<file path="src/rtl/refsel_pkg.sv">
package refsel_pkg;

  typedef enum logic [1:0] {
    CP_DRIVE    = 2'd0,
    CP_TRISTATE = 2'd1,
    CP_MIDSCALE = 2'd2
  } cp_mode_e;

  localparam logic [2:0] MODE_AUTO    = 3'd0;
  localparam logic [2:0] MODE_PIN     = 3'd1;
  localparam logic [2:0] MODE_FORCE_A = 3'd2;
  localparam logic [2:0] MODE_FORCE_B = 3'd3;

  function automatic logic mode_is_auto(input logic [2:0] m);
    return !(m == MODE_PIN || m == MODE_FORCE_A || m == MODE_FORCE_B);
  endfunction

endpackage

</file>
<file path="src/rtl/refsel_div.sv">
// Brings one reference into the system-clock domain, finds its rising
// edges and divides them down to a one-cycle strobe.
module refsel_div #(
  parameter int DIV_W  = 10,
  parameter int SYNC_N = 2
) (
  input  logic             clk,
  input  logic             rst,
  input  logic             ref_in,
  input  logic [DIV_W-1:0] div_val,
  output logic             edge_o,
  output logic             strobe_o
);
  localparam int SH_W = SYNC_N + 1;

  logic [SH_W-1:0]  sh_q;
  logic [DIV_W-1:0] cnt_q;
  logic [DIV_W-1:0] last_idx;

  always_ff @(posedge clk) begin
    if (rst) sh_q <= '0;
    else     sh_q <= {sh_q[SH_W-2:0], ref_in};
  end

  assign edge_o   = sh_q[SH_W-2] & ~sh_q[SH_W-1];
  // 0 and 1 both give divide-by-one
  assign last_idx = (div_val == '0) ? '0 : div_val - 1'b1;

  always_ff @(posedge clk) begin
    if (rst) begin
      cnt_q    <= '0;
      strobe_o <= 1'b0;
    end else begin
      strobe_o <= 1'b0;
      if (edge_o) begin
        if (cnt_q >= last_idx) begin
          cnt_q    <= '0;
          strobe_o <= 1'b1;
        end else begin
          cnt_q <= cnt_q + 1'b1;
        end
      end
    end
  end

  assert_strobe_from_edge_R1: assert property (@(posedge clk) disable iff (rst)
    strobe_o |-> $past(edge_o));
  assert_strobe_single_R1: assert property (@(posedge clk) disable iff (rst)
    strobe_o |=> !strobe_o);

endmodule

</file>
<file path="src/rtl/refsel_mon.sv">
// Loss monitor: times the gap between edges and needs a run of good edges
// before a lost input counts as present again.
module refsel_mon #(
  parameter int LIM_W      = 16,
  parameter int GOOD_EDGES = 4
) (
  input  logic             clk,
  input  logic             rst,
  input  logic             edge_i,
  input  logic [LIM_W-1:0] limit,
  output logic             missing_o
);
  localparam int GC_W = $clog2(GOOD_EDGES + 1);
  localparam logic [GC_W-1:0] GOOD_LAST = GC_W'(GOOD_EDGES - 1);

  logic [LIM_W-1:0] gap_q;
  logic [GC_W-1:0]  good_q;

  always_ff @(posedge clk) begin
    if (rst) begin
      gap_q     <= '0;
      good_q    <= '0;
      missing_o <= 1'b1;
    end else if (edge_i) begin
      gap_q <= '0;
      if (missing_o) begin
        if (good_q >= GOOD_LAST) begin
          missing_o <= 1'b0;
          good_q    <= '0;
        end else begin
          good_q <= good_q + 1'b1;
        end
      end
    end else if (gap_q >= limit) begin
      missing_o <= 1'b1;
      good_q    <= '0;
    end else begin
      gap_q <= gap_q + 1'b1;
    end
  end

  assert_no_loss_on_edge_R3: assert property (@(posedge clk) disable iff (rst)
    edge_i |=> !$rose(missing_o));
  assert_recover_on_edge_R3: assert property (@(posedge clk) disable iff (rst)
    $fell(missing_o) |-> $past(edge_i));

endmodule

</file>
<file path="src/rtl/refsel_ctrl.sv">
// Selection, holdover and charge-pump control.
module refsel_ctrl
  import refsel_pkg::*;
(
  input  logic       clk,
  input  logic       rst,
  input  logic [1:0] miss,
  input  logic [1:0] strobe,
  input  logic [2:0] sel_mode,
  input  logic       sel_pin,
  input  logic       hold_mid_en,
  output logic       ref_out,
  output logic [1:0] cp_mode,
  output logic       stat_holdover,
  output logic       stat_sel_b
);
  logic want_q, want_n;
  logic cur_q, cur_n;
  logic hold_n;

  always_comb begin
    case (sel_mode)
      MODE_PIN:     want_n = sel_pin;
      MODE_FORCE_A: want_n = 1'b0;
      MODE_FORCE_B: want_n = 1'b1;
      default:      want_n = (miss[want_q] && !miss[~want_q]) ? ~want_q : want_q;
    endcase
  end

  assign hold_n = miss[0] & miss[1];
  // the applied choice follows the target only on the target's own strobe
  assign cur_n  = strobe[want_q] ? want_q : cur_q;

  always_ff @(posedge clk) begin
    if (rst) begin
      want_q        <= 1'b0;
      cur_q         <= 1'b0;
      ref_out       <= 1'b0;
      stat_holdover <= 1'b1;
      cp_mode       <= CP_TRISTATE;
      stat_sel_b    <= 1'b0;
    end else begin
      want_q        <= want_n;
      cur_q         <= cur_n;
      ref_out       <= strobe[want_q] & ~hold_n;
      stat_holdover <= hold_n;
      if (!hold_n)         cp_mode <= CP_DRIVE;
      else if (hold_mid_en) cp_mode <= CP_MIDSCALE;
      else                 cp_mode <= CP_TRISTATE;
      stat_sel_b    <= mode_is_auto(sel_mode) ? cur_n : 1'b0;
    end
  end

  assert_quiet_in_holdover_R5: assert property (@(posedge clk) disable iff (rst)
    ref_out |-> !stat_holdover);
  assert_cp_parked_R6: assert property (@(posedge clk) disable iff (rst)
    stat_holdover |-> (cp_mode != CP_DRIVE));
  assert_cp_driving_R7: assert property (@(posedge clk) disable iff (rst)
    !stat_holdover |-> (cp_mode == CP_DRIVE));
  assert_manual_status_R9: assert property (@(posedge clk) disable iff (rst)
    !mode_is_auto(sel_mode) |=> !stat_sel_b);
  assert_switch_on_strobe_R10: assert property (@(posedge clk) disable iff (rst)
    (cur_q != $past(cur_q)) |-> $past(strobe[want_q]));

endmodule

</file>
<file path="src/rtl/refsel_top.sv">
module refsel_top #(
  parameter int DIV_W      = 10,
  parameter int LIM_W      = 16,
  parameter int GOOD_EDGES = 4,
  parameter int SYNC_N     = 2
) (
  input  logic             clk,
  input  logic             rst,
  input  logic             ref_a,
  input  logic             ref_b,
  input  logic [DIV_W-1:0] div_a_val,
  input  logic [DIV_W-1:0] div_b_val,
  input  logic             div_b_indep,
  input  logic [2:0]       sel_mode,
  input  logic             sel_pin,
  input  logic             hold_mid_en,
  input  logic [LIM_W-1:0] loss_limit,
  output logic             ref_out,
  output logic [1:0]       cp_mode,
  output logic             stat_holdover,
  output logic             stat_sel_b
);
  localparam int NREF = 2;

  logic [NREF-1:0]  ref_w;
  logic [NREF-1:0]  edge_w;
  logic [NREF-1:0]  strobe_w;
  logic [NREF-1:0]  miss_w;
  logic [DIV_W-1:0] div_cfg [NREF];

  assign ref_w      = {ref_b, ref_a};
  assign div_cfg[0] = div_a_val;
  assign div_cfg[1] = div_b_indep ? div_b_val : div_a_val;

  for (genvar i = 0; i < NREF; i++) begin : g_ch
    refsel_div #(.DIV_W(DIV_W), .SYNC_N(SYNC_N)) u_div (
      .clk(clk), .rst(rst), .ref_in(ref_w[i]), .div_val(div_cfg[i]),
      .edge_o(edge_w[i]), .strobe_o(strobe_w[i]));
    refsel_mon #(.LIM_W(LIM_W), .GOOD_EDGES(GOOD_EDGES)) u_mon (
      .clk(clk), .rst(rst), .edge_i(edge_w[i]), .limit(loss_limit),
      .missing_o(miss_w[i]));
  end

  refsel_ctrl u_ctrl (
    .clk(clk), .rst(rst), .miss(miss_w), .strobe(strobe_w),
    .sel_mode(sel_mode), .sel_pin(sel_pin), .hold_mid_en(hold_mid_en),
    .ref_out(ref_out), .cp_mode(cp_mode), .stat_holdover(stat_holdover),
    .stat_sel_b(stat_sel_b));

endmodule

</file>
<file path="config.mk">
export PLATFORM = sky130hd
export DESIGN_NAME = refsel_top
export DESIGN_NICKNAME = d
export VERILOG_FILES = /design/src/rtl/refsel_pkg.sv /design/src/rtl/refsel_div.sv /design/src/rtl/refsel_mon.sv /design/src/rtl/refsel_ctrl.sv /design/src/rtl/refsel_top.sv
export SDC_FILE = /design/constraint.sdc
export NUM_CORES = 1
export LEC_CHECK = 0
export BUFFER_PORTS_ARGS = -buffer_cell sky130_fd_sc_hd__buf_2
export CORE_UTILIZATION = 45
export CTS_CLUSTER_DIAMETER = 50
export DETAILED_ROUTE_END_ITERATION = 8
export PLACE_DENSITY = 0.77
export SLEW_MARGIN = 20
export SYNTH_ARGS = -nofsm -noshare
export SYNTH_HDL_FRONTEND = slang
export SYNTH_SLANG_ARGS = --single-unit
</file>
<file path="constraint.sdc">
create_clock -name clk -period 3.3 [get_ports clk]
set_input_delay 0.165 -clock clk [delete_from_list [all_inputs] [get_ports clk]]
set_output_delay 0.165 -clock clk [all_outputs]
set_load 0.005 [all_outputs]
</file>
==> flow_summary_export.csv <==
group,metric,value,unit
status,status,"finished clean",
placed_design,placed_area,0.00548,mm^2
routing,num_vias,4554,
sta,fin_worst_skew,0.00938,ns
sta,max-slew-margin-rel,47.7,%
power_and_ir_drop,total_power,0.00198,W
setup_path,end_kind,"flop",
yosys,yosysTopAreaCell,"dfxtp_1",
routing,drtIter0Drc,260,
setup_path,reg2reg_setup_slack,0.57,ns
cells_and_area,fin_nets,777,
routing,wire_per_inst,14.2,um
yosys,yosys-top-cells-area,"dfxtp_1 30%, ha_1 16%, a21oi_1 4.3%, nand2_1 4.2%, xor2_1 3.8%",
floorplanning,rows,38,
cells_and_area,final_cell_count_no_fill,813,
sta,fmax,327,MHz
setup_path,path_delay_family,"compound AO/OA/AOI/OAI gates",
placed_design,hpwlAfterDp,8.97,mm
clock_tree,clock_path_buffers,2,
yosys,synthCells,613,
yosys,synthFlopType,"dfxtp_1",
clock_tree,cts_setup_buffers,0,
placed_design,placed_cells,795,
cells_and_area,nFillCells,1003,
placed_design,portBuffers,50,
sta,rsz0062_at_grt,"no",
routing,ant_nets,0,
sta,finalSetupViolCount,0,
floorplanning,fp.dieW,108,um
yosys,avgSynthCellArea,8.23,um^2
placed_design,place.gp.congestion,0.909,
power_and_ir_drop,power_density,347,mW/mm^2
routing,viasPerCell,5.60,
setup_path,crit_type,"in2reg",
floorplanning,initial_core_util,46.3,%
sta,hold_violations,0,
routing,drcViolationCount,0,
routing,dr.pass1.iters,5,
floorplanning,dieArea,0.0116,mm^2
setup_path,crit_end,"g_ch[1].u_div.cnt_q[6]",
cells_and_area,mostFrequentLayoutCell,"dfxtp_1",
sta,holdWs,0.0195,ns
clock_tree,clkLatencyLatePin,0.36,ns
yosys,synth-async-reset-ratio,0,%
yosys,synth_edf_count,0,
cells_and_area,mostFrequentLayoutCells,"75 x dfxtp_1, 64 x ha_1, 56 x nand2_1",
clock_tree,clk_pin_slew,0.08,ns
yosys,yosysSeqAreaShare,29.8,%
sta,drv_slew,0,
yosys,ys_ff_latch,75,
setup_path,reg2reg_depth,8,
setup_path,rr_startpoint,"g_ch[1].u_mon.gap_q[0]",
setup_path,cp-start-kind,"input port",
global_routing,grt_antenna_before_repair,1,
setup_path,cp_num_cells,14,
yosys,synth_top_area_share,29.8,%
global_routing,grt_util_all_layers,21.3,%
setup_path,crit_chain,"buf_2 -> or4b_2 -> o32ai_1 -> nand2_1 -> nor2_1 -> xor2_1 -> o211ai_1 -> ha_1 -> a21o_1 -> a21o_1 -> a221o_1 -> a31oi_1 -> o21bai_1 -> nor2_1",
clock_tree,htree_levels,3,
sta,fin_ws,0.240,ns
setup_path,cp_max_fo,9,
cells_and_area,syn_to_final_growth,13.4,%
clock_tree,post_cts_resized,0,
placed_design,pre_cts_slack,-0.118,ns
setup_path,required,3.58,ns
setup_path,critical_path_buf_inv_count,1,
clock_tree,cts_tree,"yes",
sta,fin_crit,3.06,ns
clock_tree,cts_made_buffers,9,
yosys,netlist_area,0.00504,mm^2
cells_and_area,ff_latch_area,0.00150,mm^2
yosys,synthesis.nets,723,
floorplanning,die_h,108,um
cells_and_area,drive_above_1_share,13.4,%
power_and_ir_drop,peakVddDrop,0.164,mV
job,drv_cap,0,
setup_path,cp-startpoint,"div_b_val[2]",
setup_path,cp_slowest_stage_delay,0.68,ns
yosys,yosys.cell_types.count,52,
min_path,hold_class,"in2reg",
global_routing,grt_pass1_vias,4485,
cells_and_area,multi_input_area,0.00332,mm^2
floorplanning,core,0.0109,mm^2
power_and_ir_drop,p_leak,2.45,nW
cells_and_area,design_area,0.00572,mm^2
global_routing,grt_pass1_wl,19.8,mm
setup_path,worstPathArrival,3.34,ns
sta,worst_slew_pin_slew,0.783,ns
routing,wl,11.6,mm
global_routing,grt_max_degree,32,
clock_tree,cts_sinks,75,
setup_path,r2r-end,"g_ch[1].u_mon.gap_q[9]",
yosys,yosys_warnings,0,
sta,finalCritPeriodShare,92.7,%
floorplanning,ios,51,
setup_path,cp_slowest_cell,"or4b_2",
global_routing,grt_overflow,0,
clock_tree,cts_root_buf,"clkbuf_8",
[flip-flops by register name, indices dropped and copies added (netlist names)]
register              cells
g_ch.u_div.cnt_q         20
g_ch.u_div.sh_q           6
g_ch.u_div.strobe_o       2
g_ch.u_mon.gap_q         32
g_ch.u_mon.good_q         6
g_ch.u_mon.missing_o      2
u_ctrl.cp_mode            2
u_ctrl.cur_q              1
u_ctrl.ref_out            1
u_ctrl.stat_holdover      1
u_ctrl.stat_sel_b         1
u_ctrl.want_q             1
[through the flow]
step                      util, %  setup TNS [ns]
after floorplan                 -               0
after global placement       50.4         -0.0519
after detailed placement     50.4           -1.07
after CTS                    52.5               0
after global routing         52.5               0
final                        52.5               0
[worst min path at each step]
stage / slack, ns / end / start / cells after the start
after floorplan: 0.27 / u_ctrl.cp_mode[0] / hold_mid_en / 1
after global placement: 0.37 / u_ctrl.cp_mode[0] / hold_mid_en / 2
after detailed placement: 0.37 / u_ctrl.cp_mode[0] / hold_mid_en / 2
after CTS: 0.006 / g_ch[0].u_div.sh_q[0] / ref_a / 2
after global routing: 0.02 / g_ch[0].u_div.sh_q[0] / ref_a / 2
final: 0.02 / g_ch[0].u_div.sh_q[0] / ref_a / 2
[cell type report]
class / instances / area share, %
diodes: 1 / 0.0437
clock buffers: 10 / 2.41
clock inverters: 6 / 1.53
inverters: 32 / 2.10
multi-input cells: 483 / 58.1
flip-flops and latches: 75 / 26.2
well taps: 140 / 3.06
repair buffers: 66 / 6.52
[logic make-up (layout without fill, tap and decap cells)]
kind of cell,after synthesis,after routing,share of synthesized area [%]
compound gates,130,130,16.5
xor+xnor,35,35,6.08
fa+ha+maj,64,64,15.9
buf+inv,55,114,4.32
flops,75,75,29.8
mux,12,12,2.41
other cells,0,1,0
simple gates,242,242,25.0
[synth_stat cells, drive strengths merged, types with 13 or more instances]
cell / count
clkbuf: 17
dfxtp: 75
nand4: 20
ha: 64
nor2: 50
nand2: 56
nand2b: 16
inv: 32
xor2: 22
xnor2: 13
a21oi: 43
o21ai: 29
or3: 21
nand3: 22
[worst register-to-register path, cell delays in order, from the launching register on]
cell and delay (ns):
dfxtp_1 0.41, inv_1 0.11, ha_1 0.27, nand2b_1 0.13, a2111oi_0 0.42, o32a_1 0.34
nand4_1 0.33, or4_1 0.50, a21oi_1 0.14
[what timing repair did]
| item | CTS | global route |
|---|---|---|
| endpoints found under the setup margin | 0 | 0 |
| hold endpoints to repair | 1 | 0 |
| hold buffers | 1 | 0 |
[power by group]
group          internal, W  switching (W)
clock network     0.000448       0.000356
registers         0.000919      0.0000152
logic             0.000111       0.000135
total              0.00148       0.000506
[layer usage]
metal	vias up	wire (um)	global-route usage, %
li1	2321	-	-
met1	2093	5120	24.8
met2	119	5660	38.5
met3	21	611	4.90
met4	0	166	5.97
met5	-	0	0
Note: power is estimated with default switching activity, not from simulation.
